### src/rtl/phy_sts_pkg.sv
package phy_sts_pkg;

    localparam int STS_W   = 16;
    localparam int N_HI    = 5;
    localparam int N_LO    = 2;
    localparam int UNDEF_W = 7;
    localparam int RSVD_W  = STS_W - UNDEF_W - N_HI - N_LO;

    // indexes into the latch-high vector
    localparam int HI_RXERR = 0;
    localparam int HI_POL   = 1;
    localparam int HI_FCAR  = 2;
    localparam int HI_PAGE  = 3;
    localparam int HI_IRQ   = 4;

    // indexes into the latch-low vector
    localparam int LO_SD  = 0;
    localparam int LO_DSC = 1;

    // field order is the software-visible bit layout (MSB first)
    typedef struct packed {
        logic [RSVD_W-1:0]  rsvd;
        logic               rx_err;
        logic               pol_inv;
        logic               fcar;
        logic               sig_det;
        logic               dsc_lock;
        logic               page_rx;
        logic               irq;
        logic [UNDEF_W-1:0] undef;
    } sts_word_t;

    function automatic sts_word_t pack_word(input logic [N_HI-1:0] hi,
                                            input logic [N_LO-1:0] lo);
        sts_word_t w;
        w          = '0;
        w.rx_err   = hi[HI_RXERR];
        w.pol_inv  = hi[HI_POL];
        w.fcar     = hi[HI_FCAR];
        w.sig_det  = lo[LO_SD];
        w.dsc_lock = lo[LO_DSC];
        w.page_rx  = hi[HI_PAGE];
        w.irq      = hi[HI_IRQ];
        return w;
    endfunction

endpackage

### src/rtl/phy_sts_latch_hi.sv
module phy_sts_latch_hi (
    input  logic clk,
    input  logic rst,
    input  logic evt,
    input  logic clr,
    output logic q
);
    // an event in the same cycle as the clear wins
    always_ff @(posedge clk) begin
        if (rst) q <= 1'b0;
        else     q <= evt | (q & ~clr);
    end

    AST_HI_SET: assert property (@(posedge clk) disable iff (rst)
        evt |=> q);
    AST_HI_HOLD: assert property (@(posedge clk) disable iff (rst)
        (q && !clr) |=> q);
    AST_HI_CLEAR: assert property (@(posedge clk) disable iff (rst)
        (clr && !evt) |=> !q);
endmodule

### src/rtl/phy_sts_latch_lo.sv
module phy_sts_latch_lo (
    input  logic clk,
    input  logic rst,
    input  logic live,
    input  logic clr,
    output logic q
);
    // reads 1 only after a read re-arms it while the live level is high
    always_ff @(posedge clk) begin
        if (rst)        q <= 1'b0;
        else if (!live) q <= 1'b0;
        else if (clr)   q <= 1'b1;
    end

    AST_LO_DROP: assert property (@(posedge clk) disable iff (rst)
        !live |=> !q);
    AST_LO_NO_REARM: assert property (@(posedge clk) disable iff (rst)
        (!q && !clr) |=> !q);
    AST_LO_REARM: assert property (@(posedge clk) disable iff (rst)
        (clr && live) |=> q);
endmodule

### src/rtl/phy_sts_reg.sv
module phy_sts_reg
    import phy_sts_pkg::*;
(
    input  logic             clk,
    input  logic             rst,
    input  logic             rx_err_evt,
    input  logic             fcar_evt,
    input  logic             pol_inv_evt,
    input  logic             page_rx_evt,
    input  logic             irq_evt,
    input  logic             sd_live,
    input  logic             dsc_lock_live,
    input  logic             rd_this,
    input  logic             rd_rxerr_cnt,
    input  logic             rd_fcar_cnt,
    input  logic             rd_tbt_sts,
    input  logic             rd_an_exp,
    output logic [STS_W-1:0] sts_rdata
);
    logic [N_HI-1:0] hi_evt, hi_clr, hi_q;
    logic [N_LO-1:0] lo_live, lo_q;
    sts_word_t       word;

    // each latch-high bit is cleared by the read of its owning register
    always_comb begin
        hi_evt           = '0;
        hi_clr           = '0;
        hi_evt[HI_RXERR] = rx_err_evt;
        hi_clr[HI_RXERR] = rd_rxerr_cnt;
        hi_evt[HI_POL]   = pol_inv_evt;
        hi_clr[HI_POL]   = rd_tbt_sts;
        hi_evt[HI_FCAR]  = fcar_evt;
        hi_clr[HI_FCAR]  = rd_fcar_cnt;
        hi_evt[HI_PAGE]  = page_rx_evt;
        hi_clr[HI_PAGE]  = rd_an_exp;
        hi_evt[HI_IRQ]   = irq_evt;
        hi_clr[HI_IRQ]   = rd_this;
    end

    always_comb begin
        lo_live         = '0;
        lo_live[LO_SD]  = sd_live;
        lo_live[LO_DSC] = dsc_lock_live;
    end

    for (genvar i = 0; i < N_HI; i++) begin : g_hi
        phy_sts_latch_hi u_hi (
            .clk (clk),
            .rst (rst),
            .evt (hi_evt[i]),
            .clr (hi_clr[i]),
            .q   (hi_q[i])
        );
    end

    // latch-low bits are both re-armed by a read of this register
    for (genvar j = 0; j < N_LO; j++) begin : g_lo
        phy_sts_latch_lo u_lo (
            .clk  (clk),
            .rst  (rst),
            .live (lo_live[j]),
            .clr  (rd_this),
            .q    (lo_q[j])
        );
    end

    // read data shows held state, so a clearing read returns the old value
    always_comb word = pack_word(hi_q, lo_q);
    assign sts_rdata = word;

    AST_RESET_ZERO: assert property (@(posedge clk)
        rst |=> (sts_rdata == '0));
    AST_RXERR_SET: assert property (@(posedge clk) disable iff (rst)
        rx_err_evt |=> sts_rdata[13]);
    AST_POL_OWN_READ: assert property (@(posedge clk) disable iff (rst)
        (sts_rdata[12] && !rd_tbt_sts) |=> sts_rdata[12]);
    AST_FCAR_CLR: assert property (@(posedge clk) disable iff (rst)
        (rd_fcar_cnt && !fcar_evt) |=> !sts_rdata[11]);
    AST_PAGE_KEEP: assert property (@(posedge clk) disable iff (rst)
        (sts_rdata[8] && !rd_an_exp) |=> sts_rdata[8]);
    AST_IRQ_CLR: assert property (@(posedge clk) disable iff (rst)
        (rd_this && !irq_evt) |=> !sts_rdata[7]);
    AST_DSC_DROP: assert property (@(posedge clk) disable iff (rst)
        !dsc_lock_live |=> !sts_rdata[9]);
endmodule

### config.mk
export PLATFORM = sky130hd
export DESIGN_NAME = phy_sts_reg
export DESIGN_NICKNAME = d
export VERILOG_FILES = /design/src/rtl/phy_sts_pkg.sv /design/src/rtl/phy_sts_latch_hi.sv /design/src/rtl/phy_sts_latch_lo.sv /design/src/rtl/phy_sts_reg.sv
export SDC_FILE = /design/constraint.sdc
export NUM_CORES = 1
export LEC_CHECK = 0
export CAP_MARGIN = 20
export CORE_AREA = 2 2 39 41
export DETAILED_ROUTE_END_ITERATION = 7
export DIE_AREA = 0 0 41 43
export PLACE_DENSITY = 0.69
export SYNTH_ARGS = -nofsm -noshare
export SYNTH_HDL_FRONTEND = slang
export SYNTH_SLANG_ARGS = --single-unit
export TNS_END_PERCENT = 100
### constraint.sdc
create_clock -name clk -period 1 [get_ports clk]
set_input_delay 0.2 -clock clk [delete_from_list [all_inputs] [get_ports clk]]
set_output_delay 0.2 -clock clk [all_outputs]
set_load 0.02 [all_outputs]
==> summary.md <==
| Metric | Value |
|---|---|
| I/O pin cnt | `30` |
| Drt wl/cell | `between 7 and 8 um` |
| Tot GR Track Use | `0.0785` |
| Pin count of the biggest net entering global routing | `8` |
| Synth Register Bits | `7` |
| Final setup skew | `0 ns` |
| Clock transition at the registers of the reported paths | `0.06 ns` |
| Final hold vios | `0` |
| Layout cells sized above 1 | `0.197` |
| Clk_lat worst skew | `approximately 0.25 ns` |
| Multi-input combinational cell area | `about 110 um2` |
| Final std cell area, no fill | `approximately 500 um2` |
| Root Buffer Master | `clkbuf_4` |
| Commonest non-fill, non-tap cells in the layout | `clkdlybuf4s50_1 (13), conb_1 (9), dfxtp_1 (7), buf_2 (7)` |
| Die area | `about 1800 um2` |
| H-tree levels | `1` |
| Chip Width | `slightly above 40 um` |
| Crit. End Element | `primary output` |
| CP delay by family, top | `flip-flops` |
| Instance area at placement | `roughly 510 um2` |
| Synth warn | `0` |
| Vias in the first global route | `217` |
| Setup CP Type | `reg -> out` |
| Startpoint types | `register` |
| Row cnt | `14` |
| Syn Area/Cell | `8.41 um2` |
| Achievable Freq | `between 1000 and 1500 MHz` |
| Worst Path Arrival | `~0.73 ns` |
| Fin. max-slew vios | `0` |
| Post-Syn Instances | `43` |
| CP max stage cell | `dfxtp_1` |
| CP max stage delay | `approximately 0.32 ns` |
| Vias | `275` |
| Top cell type's share of synthesized area | `0.388` |
| Seq/Total Area, Yosys | `0.388` |
| Drt first-iter violations | `5` |
| Reg2reg start | `g_hi[4].u_hi.q` |
| CP Cell Sequence | `buf_2` |
| Detailed Route WL | `slightly below 600 um` |
| Netlist Area Pre-Place | `between 300 and 400 um2` |
| Static Leak | `0.000247 uW` |
| Port Buf Inserts | `20` |
| Sequential cell area | `about 140 um2` |
| Finished Core Util | `0.360` |
| WHS | `between 0.4 and 0.5 ns` |
| Fin crit period | `between 0.9 and 1 ns` |
| Unique masters post-synth | `8` |
| Setup bufs post-CTS | `0` |
| Worst Path Buf+Inv | `1` |
| GP Congestion | `between 0.5 and 0.6` |
| DIE HEIGHT | `around 43 um` |
| Diodes inserted | `0` |
| Max VDD drop | `0.620 mV` |
| RSZ-0062 raised after global routing | `no` |
| CTS max path bufs | `2` |
| Area leader, netlist | `dfxtp_1` |
| Most common cell after layout, fill and taps aside | `clkdlybuf4s50_1` |
| CTS tree | `built` |
| Initial core utilization | `0.261` |
| Post-DP HPWL | `464 um` |
| Area growth from synthesis to layout | `37.7%` |
| Hold_sp | `g_hi[1].u_hi.q` |
| Core region area | `about 1400 um2` |
| CTS Sinks | `7` |
| Finish-stage setup viols | `0` |
| Outcome | `finished clean` |
| Area contributors post-synth | `dfxtp_1 (39%), buf_4 (33%), nand2b_1 (8.7%)` |
| Via-to-Cell Ratio | `about 3.6` |
| First-pass GRT wire length | `848 um` |
| MaxCap Viol Count | `0` |
| Post-layout nets | `between 70 and 80` |
| Fill cell count | `159` |
| Final period utilization | `0.932` |
| Worst Path Required | `approximately 0.8 ns` |
| Post-route setup TNS | `0 ns` |
| HP Class | `reg -> reg` |
| CP max FO | `2` |
| Gr ovfl total | `0` |
| Total CTS buffers | `3` |
| Drc violations | `0` |
| PwrDens | `around 1400 nW/um2` |
| Post-route ant nets | `0` |
| Launch point of the worst path | `g_lo[1].u_lo.q` |
| Initial antenna violation count | `0` |
| Drt pass-1 iters | `4` |
==> sequential cells by signal, summed over array words and instances, names as in the netlist <==
signal	cells
g_lo.u_lo.q	2
g_hi.u_hi.q	5
==> timing repair <==
action                                 4_1_cts  5_1_grt
resized for setup                           28        0
hold buffers                                 0        0
setup endpoints to repair                    7        0
endpoints found under the hold margin        0        0
==> power by group <==
group	leakage (uW)	switching [uW]	internal, uW	total, uW
clock	0.0000150	108	153	261
sequential	0.0000583	6.51	296	303
combinational	0.000173	77.1	73.7	151
==> metrics by stage <==
stage          total power (uW)  std cells  setup WS, ns
4_1_cts                     736         77        0.0477
3_3_place_gp                476         73        -0.108
2_1_floorplan               432         51         0.367
3_5_place_dp                477         73        -0.109
6_report                    714         77        0.0683
5_1_grt                     765         77        0.0173
==> layout make-up <==
cell class / instances / area share
flip-flops and latches: 7 / 0.281
multi-input cells: 23 / 0.226
clock buffers: 4 / 0.0528
repair buffers: 22 / 0.362
well taps: 16 / 0.0402
inverters: 5 / 0.0377
==> synth_stat cells <==
cell type	n
inv_1	5
conb_1	1
nor3b_1	2
dfxtp_1	7
a21oi_1	5
nor2_1	2
buf_4	16
nand2b_1	5
==> cell families (layout without fill, tap and decap cells) <==
logic type	Yosys count	count (layout)	synth area share
AO/OA/AOI/OAI	5	5	0.0692
buffers and inverters	21	31	0.384
flip-flops	7	7	0.388
other	1	9	0.0104
AND/OR/NAND/NOR	9	9	0.149
==> layer usage <==
metal | part of all wire | global-route usage
met4 | 0 | 0.0800
met5 | 0 | 0
met1 | 0.40 | 0.0812
met2 | 0.48 | 0.109
met3 | 0.12 | 0.0314
==> worst paths after layout <==
| check | to | slack, ns | cells after the start |
|---|---|---|---|
| worst min-delay path | g_hi[1].u_hi.q | 0.46 | 2 |
| worst max-delay path | sts_rdata[9] | 0.07 | 1 |
| worst max register to register | g_hi[4].u_hi.q | 0.34 | 3 |
| worst min register to register | g_hi[1].u_hi.q | 0.46 | 2 |
Note: power is estimated with default switching activity, not from simulation.
